[src/rtl/cpuhp_pkg.sv]
// Package: shared constants for the processor hotplug register block.
// Assumes byte-wide I/O and an eight-bit event status/enable pair.
package cpuhp_pkg;
    localparam int STS_DEV_BIT = 1;     // device hotplug status position
    localparam int STS_CPU_BIT = 2;     // processor hotplug status position
    localparam logic [7:0] STS_SCI_MASK = 8'h06;
endpackage

[src/rtl/cpuhp_presence.sv]
// Module: per-processor presence bitmap.
// Holds one bit per processor, loads the first CPU_COUNT bits on reset,
// and sets or clears a bit on each in-range hotplug event.
// Assumes evt_valid is a one-cycle strobe with stable index and flag.
module cpuhp_presence #(
    parameter int MAX_CPUS  = 256,
    parameter int CPU_COUNT = 13,
    parameter int IDX_W     = 9
) (
    input  logic                clk,
    input  logic                rst_n,
    input  logic                evt_valid,
    input  logic [IDX_W-1:0]    evt_index,
    input  logic                evt_add,
    output logic [MAX_CPUS-1:0] present,
    output logic                evt_taken
);
    localparam int SEL_W = $clog2(MAX_CPUS);

    logic [SEL_W-1:0] sel;
    logic             in_range;

    // Purpose: qualify the event against the number of tracked processors.
    always_comb begin
        in_range  = (evt_index < IDX_W'(MAX_CPUS));
        evt_taken = evt_valid && in_range;
        sel       = evt_index[SEL_W-1:0];
    end

    // Purpose: reset fill and per-event bit update.
    always_ff @(posedge clk) begin
        if (!rst_n) begin
            for (int k = 0; k < MAX_CPUS; k++) begin
                present[k] <= (k < CPU_COUNT);
            end
        end else if (evt_taken) begin
            present[sel] <= evt_add;
        end
    end

    AST_ADD_SETS_BIT: assert property (@(posedge clk) disable iff (!rst_n)
        (evt_taken && evt_add) |=> present[$past(sel)]);
    AST_REMOVE_CLEARS_BIT: assert property (@(posedge clk) disable iff (!rst_n)
        (evt_taken && !evt_add) |=> !present[$past(sel)]);
    AST_OOR_IGNORED: assert property (@(posedge clk) disable iff (!rst_n)
        (evt_valid && !in_range) |=> $stable(present));
endmodule

[src/rtl/cpuhp_gpe.sv]
// Module: event status/enable pair and interrupt level.
// Status bits are set by hardware events and cleared by writing ones;
// a same-cycle set beats the clear. Enable is a plain stored byte.
// Assumes cpu_evt and dev_evt are one-cycle strobes.
module cpuhp_gpe #(
    parameter int FIX_W = 3
) (
    input  logic             clk,
    input  logic             rst_n,
    input  logic             cpu_evt,
    input  logic             dev_evt,
    input  logic             sts_wr,
    input  logic             en_wr,
    input  logic [7:0]       wdata,
    input  logic [FIX_W-1:0] fixed_sts,
    input  logic [FIX_W-1:0] fixed_en,
    output logic [7:0]       sts,
    output logic [7:0]       en,
    output logic             sci
);
    import cpuhp_pkg::*;

    logic [7:0] set_vec;
    logic [7:0] clr_vec;

    // Purpose: build the set and clear masks for this cycle.
    always_comb begin
        set_vec              = '0;
        set_vec[STS_CPU_BIT] = cpu_evt;
        set_vec[STS_DEV_BIT] = dev_evt;
        clr_vec              = sts_wr ? wdata : 8'h00;
    end

    // Purpose: status register, write-one-to-clear with set priority.
    always_ff @(posedge clk) begin
        if (!rst_n) sts <= '0;
        else        sts <= (sts & ~clr_vec) | set_vec;
    end

    // Purpose: enable register, direct store.
    always_ff @(posedge clk) begin
        if (!rst_n)     en <= '0;
        else if (en_wr) en <= wdata;
    end

    // Purpose: interrupt level from masked general and fixed sources.
    always_comb begin
        sci = (|(sts & en & STS_SCI_MASK)) || (|(fixed_sts & fixed_en));
    end

    AST_CPU_STS_LATCH: assert property (@(posedge clk) disable iff (!rst_n)
        cpu_evt |=> sts[STS_CPU_BIT]);
    AST_DEV_STS_LATCH: assert property (@(posedge clk) disable iff (!rst_n)
        dev_evt |=> sts[STS_DEV_BIT]);
    AST_W1C_CLEARS: assert property (@(posedge clk) disable iff (!rst_n)
        (sts_wr && wdata[STS_CPU_BIT] && !cpu_evt) |=> !sts[STS_CPU_BIT]);
    AST_EN_STORE: assert property (@(posedge clk) disable iff (!rst_n)
        en_wr |=> (en == $past(wdata)));
    AST_SET_BEATS_CLEAR: assert property (@(posedge clk) disable iff (!rst_n)
        (sts_wr && cpu_evt) |=> sts[STS_CPU_BIT]);
endmodule

[src/rtl/cpuhp_iodec.sv]
// Module: I/O address decode and read multiplexer.
// Maps the bitmap bytes, the status byte and the enable byte into
// the I/O space; other addresses read zero. Bitmap writes are dropped.
// Assumes reads are combinational on io_addr.
module cpuhp_iodec #(
    parameter logic [15:0] BASE_ADDR = 16'hAF00,
    parameter logic [15:0] STS_ADDR  = 16'hAFE0,
    parameter logic [15:0] EN_ADDR   = 16'hAFE1,
    parameter int          NBYTES    = 32
) (
    input  logic [15:0]         io_addr,
    input  logic                io_wr,
    input  logic [NBYTES*8-1:0] present,
    input  logic [7:0]          sts,
    input  logic [7:0]          en,
    output logic [7:0]          rdata,
    output logic                sts_wr,
    output logic                en_wr
);
    localparam int OFF_W = $clog2(NBYTES);

    logic [7:0]  bytes [NBYTES];
    logic [15:0] off;
    logic        in_map;

    // Purpose: split the flat bitmap into addressable bytes.
    for (genvar g = 0; g < NBYTES; g++) begin : g_byte
        assign bytes[g] = present[g*8 +: 8];
    end

    // Purpose: decode the window and pick read data.
    always_comb begin
        off    = io_addr - BASE_ADDR;
        in_map = (io_addr >= BASE_ADDR) && (off < 16'(NBYTES));
        if (in_map)                rdata = bytes[off[OFF_W-1:0]];
        else if (io_addr == STS_ADDR) rdata = sts;
        else if (io_addr == EN_ADDR)  rdata = en;
        else                       rdata = 8'h00;
    end

    // Purpose: write strobes for the two writable locations only.
    always_comb begin
        sts_wr = io_wr && (io_addr == STS_ADDR);
        en_wr  = io_wr && (io_addr == EN_ADDR);
    end
endmodule

[src/rtl/cpuhp_regs.sv]
// Module: top of the processor hotplug register block.
// Connects the presence bitmap, the event status/enable pair and the
// I/O decoder. Assumes one clock domain and synchronous reset.
module cpuhp_regs #(
    parameter int          MAX_CPUS  = 256,
    parameter int          CPU_COUNT = 13,
    parameter int          FIX_W     = 3,
    parameter logic [15:0] BASE_ADDR = 16'hAF00,
    parameter logic [15:0] STS_ADDR  = 16'hAFE0,
    parameter logic [15:0] EN_ADDR   = 16'hAFE1,
    localparam int         IDX_W     = $clog2(MAX_CPUS) + 1
) (
    input  logic             clk,
    input  logic             rst_n,
    input  logic [15:0]      io_addr,
    input  logic             io_wr,
    input  logic [7:0]       io_wdata,
    output logic [7:0]       io_rdata,
    input  logic             plug_valid,
    input  logic [IDX_W-1:0] plug_index,
    input  logic             plug_add,
    input  logic             dev_event,
    input  logic [FIX_W-1:0] fixed_sts,
    input  logic [FIX_W-1:0] fixed_en,
    output logic             sci
);
    localparam int NBYTES = MAX_CPUS / 8;

    logic [MAX_CPUS-1:0] present;
    logic                cpu_evt;
    logic [7:0]          sts;
    logic [7:0]          en;
    logic                sts_wr;
    logic                en_wr;

    cpuhp_presence #(
        .MAX_CPUS (MAX_CPUS),
        .CPU_COUNT(CPU_COUNT),
        .IDX_W    (IDX_W)
    ) u_presence (
        .clk      (clk),
        .rst_n    (rst_n),
        .evt_valid(plug_valid),
        .evt_index(plug_index),
        .evt_add  (plug_add),
        .present  (present),
        .evt_taken(cpu_evt)
    );

    cpuhp_gpe #(
        .FIX_W(FIX_W)
    ) u_gpe (
        .clk      (clk),
        .rst_n    (rst_n),
        .cpu_evt  (cpu_evt),
        .dev_evt  (dev_event),
        .sts_wr   (sts_wr),
        .en_wr    (en_wr),
        .wdata    (io_wdata),
        .fixed_sts(fixed_sts),
        .fixed_en (fixed_en),
        .sts      (sts),
        .en       (en),
        .sci      (sci)
    );

    cpuhp_iodec #(
        .BASE_ADDR(BASE_ADDR),
        .STS_ADDR (STS_ADDR),
        .EN_ADDR  (EN_ADDR),
        .NBYTES   (NBYTES)
    ) u_iodec (
        .io_addr(io_addr),
        .io_wr  (io_wr),
        .present(present),
        .sts    (sts),
        .en     (en),
        .rdata  (io_rdata),
        .sts_wr (sts_wr),
        .en_wr  (en_wr)
    );

    AST_SCI_LOW_AFTER_RESET: assert property (@(posedge clk) disable iff (!rst_n)
        ($rose(rst_n) && !(|(fixed_sts & fixed_en))) |-> !sci);
endmodule

[config.mk]
export PLATFORM = sky130hd
export DESIGN_NAME = cpuhp_regs
export DESIGN_NICKNAME = d
export VERILOG_FILES = /design/src/rtl/cpuhp_pkg.sv /design/src/rtl/cpuhp_presence.sv /design/src/rtl/cpuhp_gpe.sv /design/src/rtl/cpuhp_iodec.sv /design/src/rtl/cpuhp_regs.sv
export SDC_FILE = /design/constraint.sdc
export NUM_CORES = 1
export LEC_CHECK = 0
export BUFFER_PORTS_ARGS = -buffer_cell sky130_fd_sc_hd__buf_2
export CAP_MARGIN = 30
export CORE_UTILIZATION = 35
export CTS_CLUSTER_SIZE = 10
export DETAILED_ROUTE_END_ITERATION = 8
export PLACE_DENSITY = 0.47
export SLEW_MARGIN = 20
export SYNTH_ARGS = -nofsm -noshare
export SYNTH_HDL_FRONTEND = slang
export SYNTH_SLANG_ARGS = --single-unit
[constraint.sdc]
create_clock -name clk -period 5.3 [get_ports clk]
set_input_delay 0.265 -clock clk [delete_from_list [all_inputs] [get_ports clk]]
set_output_delay 0.265 -clock clk [all_outputs]
set_load 0.01 [all_outputs]
Word-level counts from Yosys, hierarchy flattened

Cells that the tools add are included.
W data, S select, Z words.

Input port bits: 45
Bits in registers: 272
Word-level logic and storage cells: 36

Equal/unequal tests: 2
Reduce and logical (&&, ||, !) cells: 8
$add $sub $neg: 1
Bitwise logic cells: 6
Mux-type cells: 10
Magnitude comparators: 6

Operators by type and width:

| operator                 | number |
|---|---|
| $bwmux W256              | 1 |
| $mux W8                  | 6 |
| $bmux W8 S5              | 1 |
| $eq A16 B16 Y1 const B   | 2 |
| $ge A16 B16 Y1 const B   | 1 |
| $lt A16 B6 Y1 const B    | 1 |
| $sub A16 B16 Y16 const B | 1 |
| $lt A8 B9 Y1 const B     | 1 |
| $lt A9 B9 Y1 const B     | 1 |
| $and A8 B8 Y8            | 1 |
| $demux W1 S8             | 1 |
| $ge A8 B1 Y1 const B     | 1 |
| $not A8 Y8               | 1 |
| $or A8 B3 Y8             | 1 |
| $and A3 B3 Y3            | 2 |
| $ge A6 B6 Y1 const B     | 1 |
| $not A5 Y6               | 1 |
| $logic_and A1 B1 Y1      | 5 |
| $reduce_or A3 Y1         | 1 |
| $reduce_or A2 Y1         | 1 |
| $logic_or A1 B1 Y1       | 1 |
| $mux W1                  | 1 |

Depth between registers and ports, before layout

Gate-level depths: netlist of run 1.

Word-level depth: 6
Gate-level depth with buffers: 9

Hierarchy

Synthesis of run 1 repeated with hierarchy kept, for this count alone.

Cell total of the unflattened synthesis: 1405
Area total of the unflattened synthesis: 14691.6 µm²

Modules (own cells, without submodules):

| module         | area an instance (µm²) | instances | cells an instance |
|---|---|---|---|
| cpuhp_presence | 11782.6                | 1         | 1167 |
| cpuhp_iodec    | 2332.2                 | 1         | 185 |
| cpuhp_gpe      | 576.8                  | 1         | 53 |

Least setup slack after synthesis of run 1

No wires, ideal clock.

Path type: input to output
Start point: input port io_addr[0]
End point: output port io_rdata[0]
Required time: 5035 ps
Arrival: 1870 ps
Cell stages on the path: 6
Path slack: 3165 ps
Path through: buf_6 -> mux4_1 -> mux4_2 -> nor2b_1 -> a2111oi_0 -> a221o_1

Word-level cells in the longest chain between the ends: 6
Elaborated cells between the ends (all ways): 13
Those cells by class: add/sub (1); order compare (2); eq/ne (2); mux (6); bitwise (1); reduce/logical (1)

Ends and longest elaborated chain:

| what                                       | line              | text |
|---|---|---|
| start: declaration                         | cpuhp_regs.sv:15  | `input logic [15:0] io_addr,` |
| $sub A16 B16 Y16                           | cpuhp_iodec.sv:33 | `off = io_addr - BASE_ADDR;` |
| $not A5 Y6 (not written as such)           | cpuhp_iodec.sv:35 | `if (in_map) rdata = bytes[off[OFF_W-1:0]];` |
| $bmux W8 S5                                | cpuhp_iodec.sv:35 |  |
| $mux W8 (not written as such) (2 in a row) | cpuhp_iodec.sv:35 |  |
| $mux W8 (*)                                | cpuhp_iodec.sv:35 |  |
| end: declaration                           | cpuhp_regs.sv:18  | `output logic [7:0] io_rdata,` |

Every way passes the cells marked *; elsewhere a longest branch is shown, timed or not. The select of a mux whose other input is x is not followed.

Worst setup path in the final report of run 1

Start point: input port io_addr[0]
End point: output port io_rdata[1]

The elaborated chain is that of the path after synthesis.

==> results.md, run 1 <==
* Crit path kind: in2out
* Via-to-Cell Ratio at 5.955
* Antenna Violating Nets Remaining at 0
* Die area at 39270 µm²
* CTS tree: built
* Final Critical Period at roughly 3600 ps
* Required time worst endpoint at 5040 ps
* # nets final at 1507
* Clock Sinks at approximately 270
* Yosys synthesis warning count at 0
* Largest net degree at the start of global routing at 137
* Top cell type's share of synthesized area at 40.43%
* Syn Inst Count at 1479
* Internal power component at 3.443 mW
* Area Growth Syn to Fin at 14.35%
* Seq cells post-synth at approximately 270
* Port-buffer cells at 53
* DRT iter0 DRCs at 1052
* Util after Layout at about two fifths
* PD cells at 297.0 nW/µm²
* RSZ-0062 raised after global routing: false
* Most frequent cell after synthesis: dfxtp_1
* Final Instance Area at 15400 µm²
* Worst hold slack at between 20 and 25 ps
* Die outline height at slightly below 200 µm
* ANT cells at 0
* Critical Path AT at 3360 ps
* Status: finished, final reports clean
* Worst-case vdd ir drop at 0.0001818 V
* Clock power frac at 48.1%
* CTS clock-pin slew for the worst setup and hold paths at roughly 50 ps
* NetSw at 1.132 mW
* Fin. Hold Viols at 0
* Worst slew margin at 28.84%
* Area leader, netlist: dfxtp_1
* Avg WL per Cell at ~24 µm
* DIE WIDTH at 198.2 µm
* IO Pins at 54
* Sequential cell fraction of total power at 44.8%
* DR pass1 iterations at 5
* Final worst-path cycle share at 68.36%
* Final cell count without fillers at 1991
* Longest Clk Path Bufs at 3
* Placer Congestion at 0.7670
* Clock buffer count from CTS at 35
* Combinational share of power at 7.1%
* Detailed placer's ending HPWL at 29490 µm
* Starting Density at a little over a third
* First-pass GRT wire length at about 73000 µm
* Static leakage at just over 5 nW
* Core outline area at 37760 µm²
* Antenna violations before repair at 0
* F_max at 276.0 MHz
* PostCTS Resize Cnt at 0
* Crit end category: output pin
* TNS Setup at 0 ps
* GRT Overall Usage at 24.86%
* HP Class: in2reg
* Switching part of the total power at 24.74%
* Most frequent cells after synthesis: 272 x dfxtp_1, 252 x nand3_1, 228 x o21ai_0
* Fill cells at 3765
* Root Driver: clkbuf_16
* Layout cells sized above 1 at 15.27%
* Post-DP Area at between 10000 and 15000 µm²
* Crit-path max FO at 40
* Syn_area_per_cell at a little over 9 µm²
* Distinct cells, synth at 37
* Post-route DRC at 0
* Crit start category: input pin
* Setup ws final at around 1700 ps
* Dpl cells at 1924
* WL final at 48610 µm
* H-tree levels at 2
* Final setup viols at 0
* Post-synth EDFFs at 0
* Slew @ Worst Pin at 1064 ps
* Gr ovfl total at 0
* Final clock skew at 0 ps
* Top cells by area, synth: dfxtp_1 40%, a21boi_0 11%, mux4_2 11%
* Post-Syn Nets at 1524
* Row count at around 70
* Mapped Area at approximately 13000 µm²
* Number of max-cap violations at 0
* Dpl ws at around 1700 ps
* Skew-Pair Late Insertion Delay at 510 ps
* Vias in the first global route at about 11000
* Seq/Total Area, Yosys at roughly 40%
* Synth Flop Type: dfxtp_1
* Via count at roughly 12000
* Final Max Tran Viols at 0
* Overall Power at 4.574 mW
* Post-synth ARST share at 0%
==> sequential cells by signal, indices dropped and copies added, names as in the netlist <==
register            count
u_gpe.en                8
u_gpe.sts               8
u_presence.present    256
==> worst max-delay path, stage by stage <==
cell      delay, ps
buf_4           630
buf_4           610
mux4_1          610
mux4_2          460
nor2b_1         150
a311oi_1        130
a221o_1         310
buf_2           140
==> placed cells by master, fill, tap and decap left out, types with 11 or more instances in the layout <==
cell type | Yosys | layout
a21boi_1 | 11 | 11
a21boi_0 | 204 | 204
nor2_1 | 20 | 15
buf_2 | 13 | 49
mux2i_1 | 48 | 48
nor2b_1 | 49 | 49
nand2_1 | 76 | 76
clkbuf_16 | 0 | 37
mux4_2 | 64 | 64
nand3_1 | 252 | 252
nor3_1 | 26 | 18
o21ai_0 | 228 | 228
clkbuf_1 | 136 | 13
buf_4 | 5 | 30
dfxtp_1 | 272 | 272
==> power groups by stage <==
stage,clock network [mW],registers (mW),logic (mW)
after detailed placement,0,2.09,0.317
after CTS,2.24,2.05,0.321
after floorplan,0,2.09,0.193
after global placement,0,2.09,0.308
final,2.20,2.05,0.325
after global routing,2.32,2.05,0.342
==> path summary, 6_finish.rpt <==
path | from | to | slack [ps] | depth (start not counted)
max | io_addr[0] | io_rdata[1] | 1680 | 8
min | io_wdata[2] | u_gpe.en[2]$_SDFFE_PN0P_ | 20 | 3
max reg2reg | u_gpe.sts[2]$_SDFF_PN0_ | u_gpe.sts[2]$_SDFF_PN0_ | 4510 | 2
min reg2reg | u_gpe.sts[5]$_SDFF_PN0_ | u_gpe.sts[5]$_SDFF_PN0_ | 440 | 2
==> layout make-up <==
class                      count  area (µm²)  area share, %
clock buffer                  52        1002          6.507
tap                          511       639.4          4.151
sequential                   272        5445          35.36
multi-input combinational   1047        7501          48.70
inverter                       1       3.754        0.02437
clock inverter                 3       17.52         0.1137
timing repair buffer         105       792.0          5.143
==> logic make-up (layout without fill, tap and decap cells) <==
group	count (synthesis)	in the layout	share of synthesized area, %
AO/OA/AOI/OAI	477	477	22.32
flip-flops	272	272	40.43
AND/OR/NAND/NOR	452	452	16.87
multiplexers	118	118	15.44
buffers and inverters	160	161	4.942
==> repair_timing <==
item,4_1_cts,5_1_grt
buffers inserted,0,0
hold endpoints to repair,7,0
hold buffers,7,0
==> metal layers <==
metal  GRT usage (%)  wire length (µm)  share of wire (%)
met1           35.82             22790                 47
met3           3.492              3040                6.3
met4           6.517              1023                2.1
met2           38.67             21750                 45
met5               0                 0                  0
No activity file was read; power rests on OpenSTA's default activity.
==> run 2: changes to the inputs <==
Settings changed: PLACE_DENSITY 0.47 to 0.49.
Clock period 5.3 ns to 3.2 ns, I/O delays scaled along.
==> results.md, run 2 (synthesized netlist as in run 1, its figures left out) <==
* F_max at 364.3 MHz
* Placer Congestion at 0.7965
* DIE WIDTH at 198.2 µm
* Crit-path max FO at 2
* Crit path kind: reg2out
* Post-CTS setup repair buffer count at 0
* Skew-Pair Late Insertion Delay at 510 ps
* Number of max-cap violations at 0
* Via count at between 10000 and 15000
* Area Growth Syn to Fin at 14.24%
* Final clock skew at 0 ps
* Die outline height at 198.2 µm
* Required time worst endpoint at 3040 ps
* Most common cell after layout, fill and taps aside: dfxtp_1
* Worst-case vdd ir drop at 0.0003139 V
* Crit end category: output pin
* Starting Density at 35.67%
* Antenna violations before repair at 0
* Worst slew margin at between 30% and 40%
* Flop-to-flop setup slack at ~2500 ps
* Row count at 71
* Crit start category: register
* DR pass1 iterations at 5
* Detailed placer's ending HPWL at 28500 µm
* Met1 Track Usage GR at 33.57%
* ANT cells at 0
* Core outline area at 37760 µm²
* RSZ-0062 raised after global routing: false
* Static leakage at 5.096 nW
* Slew @ Worst Pin at ~1000 ps
* Final worst-path cycle share at a little under nine tenths
* PostCTS Resize Cnt at 0
* Layout cells sized above 1 at between 10% and 20%
* Hold depth at 2
* IO Pins at 54
* Fill cells at 3744
* Post-route DRC at 0
* Final setup viols at 0
* Largest net degree at the start of global routing at approximately 120
* PD cells at 484.9 nW/µm²
* Status: finished, final reports clean
* WL final at between 40000 and 50000 µm
* Biggest register: u_presence.present
* Clock Sinks at 272
* Die area at 39270 µm²
* Dpl ws at 497.2 ps
* First-pass GRT wire length at roughly 73000 µm
* Longest Clk Path Bufs at 3
* Final Max Tran Viols at 0
* CP max-delay cell: mux4_2
* Antenna Violating Nets Remaining at 0
* CP cell instances: mux4_1 -> mux4_2 -> nor2b_1 -> a2111oi_0 -> a221o_1 -> buf_2
* Setup ws final at 455.0 ps
* HP Class: in2reg
* Port-buffer cells at 53
* Via-to-Cell Ratio at 5.897
* GRT Overall Usage at between 20% and 30%
* Met2 Use GR at 39.25%
* TNS Setup at 0 ps
* Clock buffer count from CTS at 34
* DRT iter0 DRCs at 1038
* Worst reg2reg endpoint: u_presence.present[101]$_SDFFE_PN0P_
* Sequential cell area at 5445 µm²
* Reg-to-Reg Start: u_presence.present[101]$_SDFFE_PN0P_
* CP peak stage delay at 540 ps
* Critical path startpoint: u_presence.present[168]$_SDFFE_PN0P_
* # nets final at 1523
* Fin. Hold Viols at 0
* Multi-input logic area at 7457 µm²
* Root Driver: clkbuf_16
* Critical Path AT at 2580 ps
* Vias in the first global route at 11680
* CTS tree: built
* CTS clock-pin slew for the worst setup and hold paths at 60 ps
* Gr ovfl total at 0
* Most Used Layer, Global Route: met2
* Avg WL per Cell at 23.43 µm
* Met3 Use GR at 3.185%
* R2R cell count at 2
* Number of flip-flops in the largest register at about 260
* Top Registers: u_presence.present (256), u_gpe.en (8), u_gpe.sts (8)
* CP endpoint: io_rdata[0]
* H-tree levels at 2
* Commonest cells after routing, fill and taps aside: 272 x dfxtp_1, 252 x nand3_1, 228 x o21ai_0, 204 x a21boi_0, 76 x nand2_1
* Final Critical Period at around 2700 ps
==> run 2: cell type report <==
type / instances / area share (%)
repair buffers: 122 / 5.676
flip-flops and latches: 272 / 35.39
clock inverters: 3 / 0.2846
inverters: 1 / 0.02440
clock buffers: 45 / 6.001
well taps: 511 / 4.155
multi-input cells: 1047 / 48.47
==> run 2: how the worst min path moves through the flow <==
stage,start,to,slack (ps)
final,rst_n,u_presence.present[12]$_SDFFE_PN1P_,160
after global routing,rst_n,u_presence.present[2]$_SDFFE_PN1P_,190
after CTS,rst_n,u_presence.present[12]$_SDFFE_PN1P_,160
after detailed placement,io_wdata[6],u_gpe.sts[6]$_SDFF_PN0_,360
after global placement,io_wdata[0],u_gpe.sts[0]$_SDFF_PN0_,350
after floorplan,io_wdata[0],u_gpe.sts[0]$_SDFF_PN0_,250
==> run 2: critical path, delay by kind of cell (launching register included) <==
family / cells / cell delay, ps
flops: 1 / 330
buf+inv: 1 / 140
compound gates: 2 / 430
simple gates: 1 / 130
mux: 2 / 1050
==> run 2: where the power goes <==
part           internal [mW]  switching [mW]  total [mW]
sequential              3.39         0.00252        3.39
combinational          0.170           0.359       0.529
clock                   2.08            1.46        3.54
==> run 2: per-layer routing <==
layer | up-vias | share of wire [%]
li1 | 5415 | -
met1 | 5927 | 45
met2 | 384 | 47
met3 | 73 | 5.9
met4 | 0 | 2.3
met5 | - | 0
==> run 2: repair_timing <==
| item | in CTS | in global routing |
|---|---|---|
| hold buffers | 9 | 0 |
| setup endpoints to repair | 0 | 0 |
| endpoints found under the hold margin | 15 | 0 |
==> run 2: stage by stage <==
stage / area (µm²) / power [mW] / cells / util, % / hold slack (ps)
detailed placement: 14300 / 3.983 / 1942 / 37.87 / 355.9
global placement: 14300 / 3.983 / 1942 / 37.87 / 352.9
finish: 15390 / 7.460 / 2001 / 40.75 / 156.4
floorplan: 13470 / 3.787 / 1479 / - / 247.0
CTS: 15360 / 7.524 / 1999 / 40.67 / 162.8
global route: 15390 / 7.704 / 2001 / 40.75 / 186.0
==> run 3: changes to the inputs <==
Settings changed: CORE_UTILIZATION 35 to 55, PLACE_DENSITY 0.49 to 0.69.
Clock period 3.2 ns to 2.75 ns, I/O delays scaled along.
==> results.md, run 3 (synthesized netlist as in run 1, its figures left out) <==
* Core outline area at 23750 µm²
* Final Critical Period at 2682 ps
* Critical Path AT at 2540 ps
* WL final at 41310 µm
* Most used cell, CP: mux4_2
* Status: finished, final reports clean
* DRT iter0 DRCs at 1372
* Final Max Tran Viols at 0
* Dpl ws at 289.0 ps
* Via-to-Cell Ratio at 6.625
* Required time worst endpoint at 2610 ps
* Vias in the first global route at 11540
* Final clock skew at 0 ps
* Gr ovfl total at 0
* H-tree levels at 1
* Bufs and invs on worst path at 1
* ANT cells at 0
* Crit start category: register
* Antenna violations before repair at 0
* Via count at 11910
* DIE WIDTH at 158.5 µm
* Antenna Violating Nets Remaining at 0
* Final cell count without fillers at around 1800
* Largest net degree at the start of global routing at around 110
* Number of flip-flops in the largest register at ~260
* # nets final at 1520
* CP cell instances: mux4_2 -> mux4_2 -> nor2b_1 -> a2111oi_0 -> a221o_1 -> buf_2
* Post-CTS setup repair buffer count at 0
* GRT Overall Usage at 33.61%
* Skew-Pair Late Insertion Delay at 540 ps
* First-pass GRT wire length at 65120 µm
* Final setup viols at 0
* Root Driver: clkbuf_16
* Port-buffer cells at 53
* Detailed placer's ending HPWL at 25740 µm
* RSZ-0062 raised after global routing: false
* Commonest cells after routing, fill and taps aside: 272 x dfxtp_1, 252 x nand3_1, 228 x o21ai_0, 204 x a21boi_0, 76 x nand2_1
* Crit path kind: reg2out
* DR pass1 iterations at 5
* Post-route DRC at 0
* Fin. Hold Viols at 0
* Layout cells sized above 1 at 15.35%
* Crit-path max FO at 2
* CP peak stage delay at slightly below 500 ps
* Delay-heaviest family, CP: multiplexers
* Clock Sinks at about 270
* Most common cell after layout, fill and taps aside: dfxtp_1
* TNS Setup at 0 ps
* Biggest register: u_presence.present
* HP Class: in2reg
* Crit end category: output pin
* Worst hold slack at 66.53 ps
* Avg WL per Cell at 22.97 µm
* Final worst-path cycle share at 97.53%
* Clock buffer count from CTS at 31
* CTS clock-pin slew for the worst setup and hold paths at ~60 ps
* Row count at 56
* F_max at 372.8 MHz
* Longest Clk Path Bufs at 3
* Placer Congestion at 0.8381
* Die outline height at about 160 µm
* CTS tree: built
* CP max-delay cell: mux4_2
* Worst slew margin at 38.43%
* Top Registers: u_presence.present (256), u_gpe.en (8), u_gpe.sts (8)
* Worst-case vdd ir drop at 0.0005307 V
* Die area at 25120 µm²
* Dpl cells at 1751
* Area Growth Syn to Fin at 11.44%
* IO Pins at between 50 and 60
* Number of max-cap violations at 0
* PD cells at ~540 nW/µm²
* Starting Density at 56.70%
* Setup ws final at 67.92 ps
* Static leakage at 5.031 nW
* Slew @ Worst Pin at between 900 and 1000 ps
run 3: repair_timing:
action | 4_1_cts | 5_1_grt
hold buffers | 10 | 0
hold endpoints to repair | 16 | 0
gates resized for setup | 0 | 2
endpoints found under the setup margin | 0 | 1
run 3: area by class of cell:
| type | instances | area, µm² |
|---|---|---|
| Clock inverter | 1 | 5.005 |
| Tap cell | 319 | 399.1 |
| Inverter | 1 | 3.754 |
| Clock buffer | 36 | 794.5 |
| Timing Repair Buffer | 122 | 923.4 |
| Multi-Input combinational cell | 1047 | 7437 |
| Fill cell | 2016 | 8745 |
| Sequential cell | 272 | 5445 |
run 3: worst paths after layout:
check	from	end	slack (ps)	depth (start not counted)
worst min-delay path	rst_n	u_presence.present[3]$_SDFFE_PN1P_	70	2
worst min register to register	u_gpe.sts[4]$_SDFF_PN0_	u_gpe.sts[4]$_SDFF_PN0_	430	2
worst max register to register	u_gpe.sts[1]$_SDFF_PN0_	u_gpe.sts[1]$_SDFF_PN0_	1460	3
worst max-delay path	u_presence.present[159]$_SDFFE_PN0P_	io_rdata[7]	70	6
run 3: metrics by stage:
| stage | util [%] | cell area, µm² | power [mW] |
|---|---|---|---|
| after floorplan | - | 13470 | 4.406 |
| after global placement | 59.36 | 14100 | 4.602 |
| after detailed placement | 59.36 | 14100 | 4.604 |
| after CTS | 63.15 | 15000 | 8.062 |
| after global routing | 63.18 | 15010 | 8.273 |
| final | 63.18 | 15010 | 8.056 |
run 3: where the power goes:
part           internal [mW]  switching [mW]
registers               3.95         0.00295
clock network           1.99            1.53
logic                  0.204           0.388
run 3: per-layer routing:
metal	track usage [%]	vias to the layer above	wire (µm)
met5	0	-	0
met4	10.99	0	1196
met3	5.308	84	3299
met2	55.83	550	19710
met1	44.69	5886	17100
li1	-	5392	-
